<file path="config.mk">
export PLATFORM = sky130hd
export DESIGN_NAME = i2c_byte_sequencer
export DESIGN_NICKNAME = d
export VERILOG_FILES = /design/src/rtl/i2cseq_pkg.sv /design/src/rtl/i2cseq_holdbuf.sv /design/src/rtl/i2cseq_counter.sv /design/src/rtl/i2cseq_fsm.sv /design/src/rtl/i2c_byte_sequencer.sv
export SDC_FILE = /design/constraint.sdc
export NUM_CORES = 1
export LEC_CHECK = 0
export BUFFER_PORTS_ARGS = -buffer_cell sky130_fd_sc_hd__buf_2
export CORE_MARGIN = 4
export CORE_UTILIZATION = 45
export DETAILED_ROUTE_END_ITERATION = 6
export HOLD_SLACK_MARGIN = 0.15
export PLACE_DENSITY = 0.71
export SYNTH_ARGS = -nofsm -noshare
export SYNTH_HDL_FRONTEND = slang
export SYNTH_SLANG_ARGS = --single-unit
</file>
<file path="constraint.sdc">
create_clock -name clk -period 3.6 [get_ports clk]
set_input_delay 0.36 -clock clk [delete_from_list [all_inputs] [get_ports clk]]
set_output_delay 0.36 -clock clk [all_outputs]
set_load 0.05 [all_outputs]
</file>
<file path="src/rtl/i2cseq_pkg.sv">
package i2cseq_pkg;

    typedef enum logic [2:0] {
        S_IDLE,
        S_START,
        S_ACTIVE,
        S_SEND,
        S_RECV,
        S_STOP
    } seq_state_e;

    typedef enum logic [1:0] {
        OP_START = 2'd0,
        OP_SEND  = 2'd1,
        OP_RECV  = 2'd2,
        OP_STOP  = 2'd3
    } bus_op_e;

    localparam int CTRL_W = 16;
    localparam logic [CTRL_W-1:0] CTRL_KEEP = 16'hCF87;

    localparam int B_EN  = 15;
    localparam int B_BE  = 14;
    localparam int B_MST = 10;
    localparam int B_TRX = 9;
    localparam int B_XA  = 8;
    localparam int B_RM  = 2;
    localparam int B_STP = 1;
    localparam int B_STT = 0;

endpackage

</file>
<file path="src/rtl/i2cseq_holdbuf.sv">
module i2cseq_holdbuf #(
    parameter int DEPTH = 4,
    parameter int W     = 8,
    localparam int PTR_W = (DEPTH > 1) ? $clog2(DEPTH) : 1,
    localparam int LVL_W = $clog2(DEPTH + 1)
) (
    input  logic             clk,
    input  logic             rst_n,
    input  logic             push,
    input  logic [W-1:0]     push_data,
    input  logic             pop,
    output logic [W-1:0]     head,
    output logic [LVL_W-1:0] level,
    output logic             empty,
    output logic             full
);

    logic [W-1:0]     mem [DEPTH];
    logic [PTR_W-1:0] rd_ptr;
    logic [PTR_W-1:0] wr_ptr;
    logic [LVL_W-1:0] level_q;
    logic             do_push;
    logic             do_pop;

    function automatic logic [PTR_W-1:0] next_ptr(input logic [PTR_W-1:0] p);
        return (p == PTR_W'(DEPTH - 1)) ? '0 : p + PTR_W'(1);
    endfunction

    assign full    = (level_q == LVL_W'(DEPTH));
    assign empty   = (level_q == '0);
    assign do_push = push && !full;
    assign do_pop  = pop && !empty;
    assign head    = mem[rd_ptr];
    assign level   = level_q;

    always_ff @(posedge clk or negedge rst_n) begin
        if (!rst_n) begin
            rd_ptr  <= '0;
            wr_ptr  <= '0;
            level_q <= '0;
        end else begin
            if (do_push) wr_ptr <= next_ptr(wr_ptr);
            if (do_pop)  rd_ptr <= next_ptr(rd_ptr);
            unique case ({do_push, do_pop})
                2'b10:   level_q <= level_q + LVL_W'(1);
                2'b01:   level_q <= level_q - LVL_W'(1);
                default: level_q <= level_q;
            endcase
        end
    end

    always_ff @(posedge clk) begin
        if (do_push) mem[wr_ptr] <= push_data;
    end

endmodule

</file>
<file path="src/rtl/i2cseq_counter.sv">
module i2cseq_counter #(
    parameter int CNT_W = 16
) (
    input  logic             clk,
    input  logic             rst_n,
    input  logic             prog_we,
    input  logic [CNT_W-1:0] prog_data,
    input  logic             load,
    input  logic             dec,
    output logic [CNT_W-1:0] cur,
    output logic             zero
);

    logic [CNT_W-1:0] prog_q;
    logic [CNT_W-1:0] cur_q;

    always_ff @(posedge clk or negedge rst_n) begin
        if (!rst_n) begin
            prog_q <= '0;
            cur_q  <= '0;
        end else begin
            if (prog_we) prog_q <= prog_data;
            if (load) begin
                cur_q <= prog_q;
            end else if (dec && (cur_q != '0)) begin
                cur_q <= cur_q - CNT_W'(1);
            end
        end
    end

    assign cur  = cur_q;
    assign zero = (cur_q == '0);

endmodule

</file>
<file path="src/rtl/i2cseq_fsm.sv">
module i2cseq_fsm
    import i2cseq_pkg::*;
(
    input  logic              clk,
    input  logic              rst_n,
    input  logic              ctrl_we,
    input  logic [CTRL_W-1:0] ctrl_wdata,
    input  logic [1:0]        stat_clr,
    input  logic [6:0]        slave_addr,
    input  logic              buf_empty,
    input  logic              buf_full,
    input  logic              cnt_zero,
    input  logic              bus_done,
    input  logic              bus_ack,
    output logic [CTRL_W-1:0] ctrl_q,
    output logic              cnt_load,
    output logic              cnt_dec,
    output logic              buf_pop_bus,
    output logic              buf_push_bus,
    output logic              stat_nack,
    output logic              stat_ardy,
    output logic              stat_xrdy,
    output logic              bus_req,
    output logic [1:0]        bus_op,
    output logic [6:0]        bus_addr,
    output logic              bus_rd
);

    seq_state_e        state_q, state_n;
    logic [CTRL_W-1:0] ctrl_n;
    logic [CTRL_W-1:0] wr_val;
    logic [6:0]        addr_q;
    logic              ardy_on_stop_q, ardy_on_stop_n;
    logic              nack_q, ardy_q;
    logic              nack_set, ardy_set;
    logic              abort;

    assign wr_val = ctrl_wdata & CTRL_KEEP;
    assign abort  = ctrl_we && !wr_val[B_EN];

    // next-state and control-word process
    always_comb begin
        state_n        = state_q;
        ctrl_n         = ctrl_q;
        ardy_on_stop_n = ardy_on_stop_q;
        cnt_load       = 1'b0;
        cnt_dec        = 1'b0;
        buf_pop_bus    = 1'b0;
        buf_push_bus   = 1'b0;
        nack_set       = 1'b0;
        ardy_set       = 1'b0;

        if (ctrl_we) begin
            ctrl_n = wr_val;
            if (state_q != S_IDLE) ctrl_n[B_STT] = ctrl_q[B_STT];
        end

        if (abort) begin
            ctrl_n[B_STT] = 1'b0;
            ctrl_n[B_STP] = 1'b0;
            state_n       = S_IDLE;
        end else begin
            unique case (state_q)
                S_IDLE: begin
                    if (ctrl_we && wr_val[B_STT]) begin
                        if (wr_val[B_MST]) begin
                            state_n  = S_START;
                            cnt_load = 1'b1;
                        end else begin
                            ctrl_n[B_STT] = 1'b0;
                        end
                    end
                end
                S_START: begin
                    if (bus_done) begin
                        ctrl_n[B_STT] = 1'b0;
                        if (bus_ack) begin
                            state_n = S_ACTIVE;
                        end else begin
                            nack_set       = 1'b1;
                            ctrl_n[B_STP]  = 1'b0;
                            ardy_on_stop_n = 1'b0;
                            state_n        = S_STOP;
                        end
                    end
                end
                S_ACTIVE: begin
                    if (ctrl_n[B_RM]) begin
                        if (ctrl_n[B_STP]) begin
                            ardy_on_stop_n = 1'b0;
                            state_n        = S_STOP;
                        end else if (ctrl_n[B_TRX]) begin
                            if (!buf_empty) state_n = S_SEND;
                        end else if (!buf_full) begin
                            state_n = S_RECV;
                        end
                    end else if (cnt_zero) begin
                        if (ctrl_n[B_STP]) begin
                            ardy_on_stop_n = 1'b1;
                            state_n        = S_STOP;
                        end else begin
                            ardy_set      = 1'b1;
                            ctrl_n[B_MST] = 1'b0;
                            state_n       = S_IDLE;
                        end
                    end else if (ctrl_n[B_TRX]) begin
                        if (!buf_empty) state_n = S_SEND;
                    end else if (!buf_full) begin
                        state_n = S_RECV;
                    end
                end
                S_SEND: begin
                    if (bus_done) begin
                        buf_pop_bus = 1'b1;
                        cnt_dec     = !ctrl_n[B_RM];
                        if (bus_ack) begin
                            state_n = S_ACTIVE;
                        end else begin
                            nack_set       = 1'b1;
                            ctrl_n[B_STP]  = 1'b0;
                            ardy_on_stop_n = 1'b0;
                            state_n        = S_STOP;
                        end
                    end
                end
                S_RECV: begin
                    if (bus_done) begin
                        buf_push_bus = 1'b1;
                        cnt_dec      = !ctrl_n[B_RM];
                        state_n      = S_ACTIVE;
                    end
                end
                S_STOP: begin
                    if (bus_done) begin
                        ctrl_n[B_STP] = 1'b0;
                        ctrl_n[B_MST] = 1'b0;
                        cnt_load      = 1'b1;
                        ardy_set      = ardy_on_stop_q;
                        state_n       = S_IDLE;
                    end
                end
                default: state_n = S_IDLE;
            endcase
        end
    end

    // state register process
    always_ff @(posedge clk or negedge rst_n) begin
        if (!rst_n) begin
            state_q        <= S_IDLE;
            ctrl_q         <= '0;
            ardy_on_stop_q <= 1'b0;
            addr_q         <= '0;
            nack_q         <= 1'b0;
            ardy_q         <= 1'b0;
        end else begin
            state_q        <= state_n;
            ctrl_q         <= ctrl_n;
            ardy_on_stop_q <= ardy_on_stop_n;
            if (state_q == S_IDLE && state_n == S_START) addr_q <= slave_addr;
            nack_q <= (nack_q && !stat_clr[0]) || nack_set;
            ardy_q <= (ardy_q && !stat_clr[1]) || ardy_set;
        end
    end

    // output process
    always_comb begin
        bus_req = 1'b0;
        bus_op  = OP_START;
        unique case (state_q)
            S_START: begin bus_req = 1'b1; bus_op = OP_START; end
            S_SEND:  begin bus_req = 1'b1; bus_op = OP_SEND;  end
            S_RECV:  begin bus_req = 1'b1; bus_op = OP_RECV;  end
            S_STOP:  begin bus_req = 1'b1; bus_op = OP_STOP;  end
            default: begin bus_req = 1'b0; bus_op = OP_START; end
        endcase
        stat_xrdy = (state_q == S_ACTIVE) && ctrl_q[B_TRX] && buf_empty
                    && (ctrl_q[B_RM] || !cnt_zero);
    end

    assign bus_addr  = addr_q;
    assign bus_rd    = !ctrl_q[B_TRX];
    assign stat_nack = nack_q;
    assign stat_ardy = ardy_q;

endmodule

</file>
<file path="src/rtl/i2c_byte_sequencer.sv">
module i2c_byte_sequencer
    import i2cseq_pkg::*;
#(
    parameter int DEPTH = 4,
    parameter int CNT_W = 16,
    localparam int LVL_W = $clog2(DEPTH + 1)
) (
    input  logic             clk,
    input  logic             rst_n,
    input  logic             ctrl_we,
    input  logic [15:0]      ctrl_wdata,
    output logic [15:0]      ctrl_q,
    input  logic             cnt_we,
    input  logic [CNT_W-1:0] cnt_wdata,
    output logic [CNT_W-1:0] count_cur,
    input  logic [6:0]       slave_addr,
    input  logic             tx_push,
    input  logic [7:0]       tx_byte,
    input  logic             rx_pop,
    output logic [7:0]       rx_byte,
    output logic [LVL_W-1:0] buf_level,
    input  logic [1:0]       stat_clr,
    output logic             stat_nack,
    output logic             stat_ardy,
    output logic             stat_rrdy,
    output logic             stat_xrdy,
    output logic             bus_req,
    output logic [1:0]       bus_op,
    output logic [6:0]       bus_addr,
    output logic             bus_rd,
    output logic [7:0]       bus_wdata,
    input  logic             bus_done,
    input  logic             bus_ack,
    input  logic [7:0]       bus_rdata
);

    logic       cnt_load, cnt_dec, cnt_zero;
    logic       buf_pop_bus, buf_push_bus;
    logic       buf_empty, buf_full;
    logic       buf_push, buf_pop;
    logic [7:0] buf_wdata;
    logic [7:0] buf_head;

    assign buf_push  = buf_push_bus || tx_push;
    assign buf_wdata = buf_push_bus ? bus_rdata : tx_byte;
    assign buf_pop   = buf_pop_bus || rx_pop;

    i2cseq_holdbuf #(.DEPTH(DEPTH), .W(8)) u_buf (
        .clk       (clk),
        .rst_n     (rst_n),
        .push      (buf_push),
        .push_data (buf_wdata),
        .pop       (buf_pop),
        .head      (buf_head),
        .level     (buf_level),
        .empty     (buf_empty),
        .full      (buf_full)
    );

    i2cseq_counter #(.CNT_W(CNT_W)) u_cnt (
        .clk       (clk),
        .rst_n     (rst_n),
        .prog_we   (cnt_we),
        .prog_data (cnt_wdata),
        .load      (cnt_load),
        .dec       (cnt_dec),
        .cur       (count_cur),
        .zero      (cnt_zero)
    );

    i2cseq_fsm u_fsm (
        .clk          (clk),
        .rst_n        (rst_n),
        .ctrl_we      (ctrl_we),
        .ctrl_wdata   (ctrl_wdata),
        .stat_clr     (stat_clr),
        .slave_addr   (slave_addr),
        .buf_empty    (buf_empty),
        .buf_full     (buf_full),
        .cnt_zero     (cnt_zero),
        .bus_done     (bus_done),
        .bus_ack      (bus_ack),
        .ctrl_q       (ctrl_q),
        .cnt_load     (cnt_load),
        .cnt_dec      (cnt_dec),
        .buf_pop_bus  (buf_pop_bus),
        .buf_push_bus (buf_push_bus),
        .stat_nack    (stat_nack),
        .stat_ardy    (stat_ardy),
        .stat_xrdy    (stat_xrdy),
        .bus_req      (bus_req),
        .bus_op       (bus_op),
        .bus_addr     (bus_addr),
        .bus_rd       (bus_rd)
    );

    assign rx_byte   = buf_head;
    assign bus_wdata = buf_head;
    assign stat_rrdy = !ctrl_q[B_TRX] && !buf_empty;

endmodule

</file>
======== Word level (Yosys, flattened, before mapping) ========
Memories as Yosys holds them, arrays and structs flattened.
Cells that the tools add are included.
storage, ports and cells
  register bits ........................... 62
  latch bits .............................. 0
  memory bits (writable) .................. 32
  bits in read-only memories .............. 0
  output and inout bits ................... 66
  logic and storage cells ................. 143
  memories ................................ 1
memory list
  name       depth  bits a word  read ports  clocked after memory_dff  wr ports  RTL line              source
  u_buf.mem  4      8            1           0                         1         i2cseq_holdbuf.sv:18  logic [W-1:0] mem [DEPTH];
cells by class
  add/sub/neg operators ................... 5
  $mul .................................... 0
  divide/modulo/power cells ............... 0
  magnitude comparators ................... 0
  eq/ne operators ......................... 16
  shifts and indexed selects .............. 0
  mux-type cells .......................... 71
  bitwise logic cells ..................... 1
  reduce and logical (&&, ||, !) cells .... 37
operators with widths
  operator                 count
  $mux W3                  14
  $mux W1                  40
  $mux W16                 2
  $logic_not A16 Y1        1
  $reduce_bool A16 Y1      1
  $sub A16 B1 Y16 const B  1
  $pmux W3 S5              1
  $logic_and A1 B1 Y1      12
  $mux W11                 1
  $pmux W1 S2              5
  $eq A3 B3 Y1 const B     3
  $logic_not A1 Y1         8
  $mux W2                  4
  $mux W8                  1
  $reduce_and A7 Y1        1
  $eq A2 B2 Y1 const B     3
  $eq A3 B1 Y1 const B     2
  $eq A3 B2 Y1 const B     2
  $logic_not A3 Y1         2
  $ne A3 B3 Y1 const B     2
  $pmux W2 S3              1
  $pmux W3 S2              1
  $reduce_bool A2 Y1       3
  $logic_or A1 B1 Y1       5
  other kinds (12)         14

======== Depth between registers and ports, before layout ========
Gate-level depths: netlist of the first run.
  word-level depth ........................ 10
  gate-level depth with buffers ........... 13

======== Hierarchy ========
From an unflattened synthesis of the first run, not the netlist that was laid out.
unflattened totals
  cell total of the unflattened synthesis .. 406
  area total of the unflattened synthesis .. 4926.0 µm²
modules (own cells, without submodules)
  module              instances  cells an instance  area an instance (µm²)  seq. area each (µm²)
  i2cseq_counter      1          168                1700.4                  800.8
  i2cseq_holdbuf      1          83                 1611.5                  1136.1
  i2cseq_fsm          1          135                1406.3                  575.6
  i2c_byte_sequencer  1          20                 207.7                   0.0

======== Worst setup path after synthesis of the first run ========
No wires, ideal clock.
  path kind ............................... register to register
  start ................................... register u_fsm.state_q[1]
  end ..................................... register u_buf.level_q[2] (netlist: u_buf.level[2])
  library setup time ...................... 0.147 ns
  arrival time ............................ 3.167 ns
  required time ........................... 3.453 ns
  path slack .............................. 0.286 ns
  stages on the path, launching flop included .. 14
  cell sequence ........................... dfrtp_1 clkbuf_1 nor2b_1 clkbuf_1 nand2_1 nor3_1 a2bb2oi_1 inv_1 ha_1 inv_1 fa_1 xor2_1 nor2_1 xor2_1
on the way
  word-level cells in the longest chain between the ends .. 7
RTL lines
  what                                               RTL line                                            source
  start, declared                                    i2cseq_fsm.sv:29                                    seq_state_e state_q, state_n;
  start signal, assigned                             i2cseq_fsm.sv:157                                   state_q <= state_n;
  $eq A3 B2 Y1 or $eq A3 B3 Y1 (tied branches)       i2cseq_fsm.sv:63                                    unique case (state_q)
  $mux W1                                            i2cseq_fsm.sv:63
  $mux W1                                            i2cseq_fsm.sv:58                                    if (abort) begin
  $logic_or A1 B1 Y1 (on tied branches)              i2c_byte_sequencer.sv:46, i2c_byte_sequencer.sv:44
  $logic_and A1 B1 Y1 (on tied branches)             i2cseq_holdbuf.sv:32, i2cseq_holdbuf.sv:31
  $eq A2 B1 Y1 or $eq A2 B2 Y1 (tied branches)       i2cseq_holdbuf.sv:44                                unique case ({do_push, do_pop})
  $pmux W3 S2 or $reduce_bool A2 Y1 (tied branches)  --
  end signal, assigned                               i2cseq_holdbuf.sv:45                                2'b10: level_q <= level_q + LVL_W'(1);
  end signal, assigned                               i2cseq_holdbuf.sv:46                                2'b01: level_q <= level_q - LVL_W'(1);
  end signal, assigned                               i2cseq_holdbuf.sv:47                                default: level_q <= level_q;
  end, declared                                      i2cseq_holdbuf.sv:21                                logic [LVL_W-1:0] level_q;
Several ways; a longest one is shown, not always the timed one.
A chain may end at the register's enable or synchronous reset.

======== Worst setup path after layout of the first run ========
  start ................................... register u_cnt.cur_q[0] (netlist: u_cnt.cur[0])
  end ..................................... output stat_xrdy
on the way
  word-level cells in the longest chain between the ends .. 4
RTL lines
  what                    RTL line                  source
  start, declared         i2cseq_counter.sv:15      logic [CNT_W-1:0] cur_q;
  start signal, assigned  i2cseq_counter.sv:24      cur_q <= prog_q;
  start signal, assigned  i2cseq_counter.sv:26      cur_q <= cur_q - CNT_W'(1);
  $logic_not A16 Y1       i2cseq_counter.sv:32      assign zero = (cur_q == '0);
  $logic_not A1 Y1        i2cseq_fsm.sv:178         && (ctrl_q[B_RM] || !cnt_zero);
  $logic_or A1 B1 Y1      i2cseq_fsm.sv:178
  $logic_and A1 B1 Y1     i2cseq_fsm.sv:178
  end, declared           i2c_byte_sequencer.sv:26  output logic stat_xrdy,
No other way between the ends.

==> results summary, run 1 <==
The final setup violation count is 0. After layout, the worst setup slack is 0.402 ns. The average cell area after synthesis came out at 12.5 um^2. For this design, the sink count on the clock tree is 94. The power density over the cells came out at 857 nW/um^2. The count of pins over their slew limit came out at 0.

Data on the critical path is required at its endpoint by 3.24 ns. The share of final-layout standard cells stronger than drive strength 1 is 41.8%. The number of rows in the core area came out at 36. The run finished with clean final reports.

The via-per-instance ratio is 5.36. Net switching is 49.3% of the power. During synthesis, Yosys emitted a total of 0 warnings. For this design the top-level I/O count stands at 131. The CTS clock-pin slew for the worst setup and hold paths came out at 0.10 ns. The full die area is 11800 um^2. The quantity of I/O buffers inserted on ports came out at 118. In the synthesized netlist, the cells that appear most often are sky130_fd_sc_hd__dfrtp_1, sky130_fd_sc_hd__mux2_2, sky130_fd_sc_hd__edfxtp_1, sky130_fd_sc_hd__nor2_1, sky130_fd_sc_hd__a21oi_1. The maximum VDD drop came out at 0.000449 V. The post-route clock skew came out at 0.0134 ns. By instance count, the cell type seen most on the critical path is sky130_fd_sc_hd__nor2_1. For this run, design rule violations remaining after detail routing come to 0.

Traced cell by cell, the critical path runs through inv_1 > ha_1 > or4b_2 > or4_1 > nor2_1 > nor2_1 > buf_2. The cell area after layout came out at 5420 um^2. The synthesized design contains 32 enable-type register cells. The capturing element type of the critical path is an output port. Counting the buffers created by CTS gives 9.

The cell sitting at the root of the clock tree is a sky130_fd_sc_hd__clkbuf_8. The area added between synthesis and finish is 18.7%. The non-filler instance count after layout came out at 616.

For the pin with the worst max-slew slack, the measured transition is 0.800 ns. Of the post-synthesis cell area, the dominant cell type holds 34.0%. The type of element launching the critical path is a flip-flop. The die span in x came out at 109 um.

For this run the aggregate overflow at the end of global routing stands at 0. The number of search-and-repair iterations in the first detailed-routing pass came out at 4. The worst hold-check path type is in -> reg. The routed wire length is 9930 um.

The placement-stage worst setup slack came out at 0.693 ns. The most used flip-flop cell after synthesis is sky130_fd_sc_hd__dfrtp_1. The clock tree synthesis step divided the H-tree into 3 levels. The number of gates resized after CTS was 0.

The synthesized instance count came out at 366. In the finished design, the share of the clock period the worst path needs comes to 88.8%. The cell count after placement is 599. The height of the chip is 109 um. The post-detailed-route count of antenna-violating nets came out at 0.

The internal power of the cells totals 2350 uW. The master of the slowest instance on the critical path is sky130_fd_sc_hd__or4_1. The flip-flop and latch count after synthesis came out at 94. The number of vias after detailed routing came out at 3302.

The final-report hold violation count is 0. Yosys instantiated no cell more often than sky130_fd_sc_hd__dfrtp_1. The number of antenna violations at the first check in global routing is 1.

In the post-synthesis netlist, the biggest area contributors are sky130_fd_sc_hd__dfrtp_1, sky130_fd_sc_hd__edfxtp_1, sky130_fd_sc_hd__mux2_2, sky130_fd_sc_hd__mux4_2, sky130_fd_sc_hd__buf_4. The via count of the first global-routing pass is 3279. The unique cell type count in the Yosys netlist came out at 56. For this design the total switching power over the nets is 2290 uW. The share of synthesized registers carrying an async set or reset is 66.0%. The total number of nets in the final design came out at 551. The core footprint is 9820 um^2. Static timing analysis puts the maximum clock frequency at 313 MHz. The sequential share of the synthesized area came out at 55.0%. The netlist area before placement is 4570 um^2. In this run, the combinational gates consume 49.1% of the power. The critical-path maximum fanout came out at 13. The detailed-route wire length per cell came out at 16.1 um.

Setup repair after global routing left no endpoint under its margin. The worst slew margin relative to its limit came out at 46.5%. TritonCTS built the clock tree. The clock latency on the worst-skew pair is 0.36 ns. The wire length of the first global-routing pass is 16200 um.

The critical path arrival is 2.84 ns. Per report_power, the clock group accounts for 13.9% of the total. The worst setup path is of the reg -> out kind. The clock passes through at most 2 buffers. The placement-stage cell area came out at 5230 um^2. The maximum number of pins on one net before global-route repair came out at 38. The final HPWL from detailed placement is 7450 um.

The number of design-rule violations left by the first detailed-router iteration is 109. The count of antenna diodes in the layout is 0. The effective utilization at floorplan is 46.5%. sky130_fd_sc_hd__dfrtp_1 takes more of the synthesized area than any other cell.

In this run, flip-flops and latches consume 37.0% of the power. The total negative setup slack came out at 0 ns. The tool flagged a number of max-cap violations equal to 0.

The leakage power of the design came out at 0.00236 uW. Across every metal layer, demand over resource in global routing totals 17.7%. The placer's final routability congestion estimate is 0.828.

The largest stage delay on the critical path came out at 0.67 ns. The shortest period the worst path allows is 3.20 ns.
final cells by class:
class	instances	area (um^2)
clock buffers	9	124
clock inverters	7	55.1
fillers	877	4400
inverters	13	48.8
multi-input cells	235	1870
flip-flops and latches	94	2510
well taps	133	166
repair buffers	125	646
what timing repair did:
action | CTS | global route
hold buffers | 1 | 0
hold endpoints to repair | 36 | 0
buffers inserted | 0 | 0
cells in the final DEF, fill, tap and decap left out, types with 8 or more instances in the layout:
cell	netlist	final
sky130_fd_sc_hd__dfrtp_1	62	62
sky130_fd_sc_hd__nor3_1	9	9
sky130_fd_sc_hd__buf_2	1	118
sky130_fd_sc_hd__nand2_1	15	15
sky130_fd_sc_hd__nor2_1	27	27
sky130_fd_sc_hd__mux4_2	8	8
sky130_fd_sc_hd__inv_1	13	13
sky130_fd_sc_hd__a21oi_1	16	16
sky130_fd_sc_hd__mux2_2	44	44
sky130_fd_sc_hd__edfxtp_1	32	32
sky130_fd_sc_hd__clkbuf_8	0	9
cells by family after synthesis:
logic type	share of synthesized area, %
XOR/XNOR	0.767
AND/OR/NAND/NOR	12.4
multiplexers	15.9
buffers and inverters	4.63
other	0.0821
adder cells (fa/ha/maj)	2.36
flip-flops	55.0
AO/OA/AOI/OAI	8.85
registers in the layout (all words and copies together), names as in the netlist:
signal / cells
u_buf.level: 3
u_buf.mem: 32
u_buf.rd_ptr: 2
u_buf.wr_ptr: 2
u_cnt.cur: 16
u_cnt.prog_q: 16
u_fsm.ardy_on_stop_q: 1
u_fsm.bus_addr: 7
u_fsm.ctrl_q: 10
u_fsm.stat_ardy: 1
u_fsm.stat_nack: 1
u_fsm.state_q: 3
per-layer routing:
metal,global-route usage (%),part of all wire (%),vias to the layer above
met5,0,0.13,-
met4,7.03,1.3,2
met3,4.32,7.6,12
met2,28.4,48,107
met1,23.1,43,1614
li1,-,-,1567
power groups by stage:
stage | logic [uW] | clock network, uW | registers (uW)
global placement | 2260 | 0 | 1720
detailed placement | 2300 | 0 | 1740
floorplan | 1400 | 0 | 2160
CTS | 2300 | 665 | 1720
finish | 2280 | 644 | 1720
global route | 2450 | 707 | 1770
stage by stage:
stage               hold WS (ns)  total power (uW)  util, %
floorplan                 0.0644              3560        -
global placement           0.477              3970     53.3
detailed placement         0.490              4040     53.3
CTS                        0.158              4690     55.2
global route               0.167              4920     55.2
finish                     0.175              4640     55.2
path summary, 6_finish.rpt:
path / start / slack, ns / cells past startpoint / end
worst min register to register: u_cnt.prog_q[5]$_DFFE_PN0P_ / 0.50 / 2 / u_cnt.cur[5]$_DFFE_PN0P_
worst min-delay path: stat_clr[1] / 0.17 / 2 / u_fsm.stat_ardy$_DFF_PN0_
worst max-delay path: u_cnt.cur[0]$_DFFE_PN0P_ / 0.40 / 7 / stat_xrdy
max in group asynchronous: rst_n / 2.14 / 3 / u_fsm.state_q[0]$_DFF_PN0_
worst max register to register: u_cnt.cur[0]$_DFFE_PN0P_ / 0.67 / 7 / u_cnt.cur[6]$_DFFE_PN0P_
min in group asynchronous: rst_n / 0.61 / 2 / u_cnt.prog_q[9]$_DFFE_PN0P_
critical path, delay by kind of cell (launching register included):
family	cells	cell delay, ns
buffers and inverters	2	0.29
flip-flops	1	0.44
AND/OR/NAND/NOR	4	1.53
adder cells (fa/ha/maj)	1	0.24
Power figures use the tool's default switching activity.
==> run 2: changes to the inputs <==
==> constraint.sdc (replaced) <==
create_clock -name clk -period 3.6 [get_ports clk]
set_input_delay 0.72 -clock clk [delete_from_list [all_inputs] [get_ports clk]]
set_output_delay 0.72 -clock clk [all_outputs]
set_load 0.05 [all_outputs]
==> results summary, run 2 (synthesized netlist as in run 1, its figures left out) <==
The type of the worst setup path is reg -> out. The reg-to-reg setup timing slack came to 0.72 ns (+0.05 ns). The count of antenna diodes in the layout was 0 (unchanged). The non-filler instance count after layout came out at 617 (+0.16%).

The post-detailed-route count of antenna-violating nets came out at 0 (unchanged). The area of combinational cells with multiple inputs is 1870 um^2 (unchanged). The number of vias after detailed routing came out at 3295 (-0.21%). The critical-path maximum fanout is 6 (-7). The number of rows in the core area came to 36 (unchanged).

The placer's final routability congestion estimate is 0.799 (-3.6%). The cell count after placement was 601 (+0.33%). The most common library cell in the layout ignoring fill and taps is sky130_fd_sc_hd__buf_2.

The total number of nets in the final design came out at 552 (+0.18%). The max-capacitance violation count is 0 (unchanged). The number of search-and-repair iterations in the first detailed-routing pass came to 4 (unchanged). The maximum VDD drop is 0.000438 V (-2.5%). The count of pins over their slew limit came out at 0 (unchanged). The area added between synthesis and finish is 19.2%.

The die span in x is 109 um (unchanged). The number of cells upsized or downsized after cts was 0 (unchanged). The core footprint came to 9820 um^2 (unchanged). The total negative setup slack was 0 ns (unchanged). Tracing the worst setup path back leads to its startpoint at u_cnt.cur[0]$_DFFE_PN0P_.

The CTS clock-pin slew for the worst setup and hold paths was 0.08 ns (-0.02 ns). The final HPWL from detailed placement came out at 7280 um (-2.3%). The number of buffers added to fix hold violations after cts is 0 (-1). The tree is rooted in a sky130_fd_sc_hd__clkbuf_8. For hold timing, the worst endpoint is u_cnt.cur[5]$_DFFE_PN0P_. The height of the chip came out at 109 um (unchanged).

The post-route fraction of the period consumed by the critical path is 93.5% (+4.7 points). The worst hold path stage count is 2 (unchanged). The fill cell instance count of the final layout came out at 856 (-2.4%). The startpoint of the worst-slack reg-to-reg timing path is u_cnt.cur[0]$_DFFE_PN0P_. The detailed-route wire length per cell came out at 16.1 um (-0.13%). The worst setup path is launched from a flip-flop. The run finished with clean final reports. The clock latency on the worst-skew pair came out at 0.36 ns (about the same). The min-delay analysis places its worst path in the category reg -> reg.

The slew at the pin closest to its max-slew limit is 0.805 ns (+0.00488 ns). The critical path arrival came out at 2.65 ns (-0.19 ns). The worst hold path begins at u_cnt.prog_q[5]$_DFFE_PN0P_.

The number of buffers on the longest clock path came out at 2 (unchanged). The final-report hold violation count is 0 (unchanged). The shortest period the worst path allows was 3.37 ns (+0.168 ns). The I/O pin count is 131 (unchanged).

The share of final-layout standard cells stronger than drive strength 1 is 41.9% (+0.12 points). Leaving out fill and tap cells, the most frequent cells in the layout are sky130_fd_sc_hd__buf_2, sky130_fd_sc_hd__dfrtp_1, sky130_fd_sc_hd__mux2_2. The total routing resource utilization after global routing is 17.2% (-0.45 points). The final hold slack was 0.500 ns (+0.326 ns). The full die area was 11800 um^2 (unchanged).

In this run the critical register-to-register path is captured at u_fsm.ctrl_q[10]$_DFF_PN0_. The via-per-instance ratio was 5.34 (-0.37%). The H-tree depth is 3 (unchanged). The wire length of the first global-routing pass came out at 15800 um (-2.3%). The quantity of I/O buffers inserted on ports came out at 118 (unchanged). The number of antenna violations at the first check in global routing is 0 (-1). The power density over the cells was 864 nW/um^2 (+0.91%).

The area of all sequential standard cells came to 2510 um^2 (unchanged). The number of buffers added by the clock tree synthesis step came to 9 (unchanged). STA classifies the critical path endpoint as an output port. The utilization after layout came out at 55.4% (+0.25 points). The maximum number of pins on one net before global-route repair is 63 (+66%). The number of design-rule violations left by the first detailed-router iteration is 118 (+8.3%). Ranked by flip-flop count, first place goes to u_buf.mem. TritonCTS built the clock tree. The effective utilization at floorplan came out at 46.5% (unchanged).

The number of flip-flops under the largest register name came out at 32 (unchanged). The overall power after layout is 4710 uW (+1.4%). The leakage power of the design came to 0.00237 uW (+0.49%).

The worst slew margin relative to its limit came out at 46.2% (-0.33 points). The number of clock sinks seen by CTS was 94 (unchanged). The post-route clock skew is 0.0102 ns (-0.00312 ns). The post-CTS repair timing setup buffer count is 0 (unchanged). The total overflow reported by the global router came to 0 (unchanged).

The final setup violation count came to 0 (unchanged). Setup repair after global routing left no endpoint under its margin. The via count of the first global-routing pass is 3242 (-1.1%). The routed wire length came out at 9940 um (about the same). The DRC violation count after routing came out at 0 (unchanged). The fmax came out at 297 MHz (-5.0%).

The worst reg-to-reg path cell count is 8 (+1). The critical path required time came to 2.88 ns (-0.36 ns).
run 2: cell types whose count changed in the layout (fill, tap and decap cells not counted), sizes merged:
cell,delta
buf,+2
bufinv,+1
clkbuf,+1
dlygate4sd3,-1
inv,-2
run 2: worst max-delay path by stage:
| stage | cells after the start | slack (ns) | to |
|---|---|---|---|
| floorplan | 13 | 0.29 | u_buf.level[2]$_DFFE_PN0P_ |
| global placement | 7 | 0.67 | stat_xrdy |
| detailed placement | 7 | 0.65 | stat_xrdy |
| CTS | 7 | 0.22 | stat_xrdy |
| global route | 7 | 0.06 | stat_xrdy |
| finish | 7 | 0.23 | stat_xrdy |
run 2: power by group:
| group | total (uW) | internal [uW] | switching (uW) |
|---|---|---|---|
| clock | 699 | 326 | 373 |
| sequential | 1720 | 1420 | 302 |
| combinational | 2290 | 684 | 1610 |
| total | 4710 | 2430 | 2280 |
run 2: layout make-up:
cell class,instances,share of cell area [%]
clock buffer,10,2.34
clock inverter,6,1.31
inverter,13,0.896
multi-input combinational,235,34.3
sequential,94,46.2
tap,133,3.06
timing repair buffer,126,12.0
run 2: critical path, cell delays in order, from the launching register on:
cell and delay (ns):
sky130_fd_sc_hd__dfrtp_1 0.44, sky130_fd_sc_hd__inv_1 0.08, sky130_fd_sc_hd__ha_1 0.26, sky130_fd_sc_hd__or4b_2 0.60, sky130_fd_sc_hd__or4_1 0.45, sky130_fd_sc_hd__nor2_1 0.19, sky130_fd_sc_hd__nor2_1 0.06, sky130_fd_sc_hd__buf_2 0.21
run 2: per-stage QoR:
stage               cell area [um^2]  worst slack, ns
CTS                             5440            0.219
finish                          5440            0.234
global placement                5250            0.670
detailed placement              5250            0.649
global route                    5440           0.0592
floorplan                       4590            0.286
run 2: layer usage:
metal  vias to the layer above  global-route usage [%]  share of wire (%)
li1                       1563                       -                  -
met1                      1603                    21.6                 43
met2                       115                    28.4                 47
met3                        14                    5.39                8.0
met4                         0                    5.68                1.2
met5                         -                       0                  0
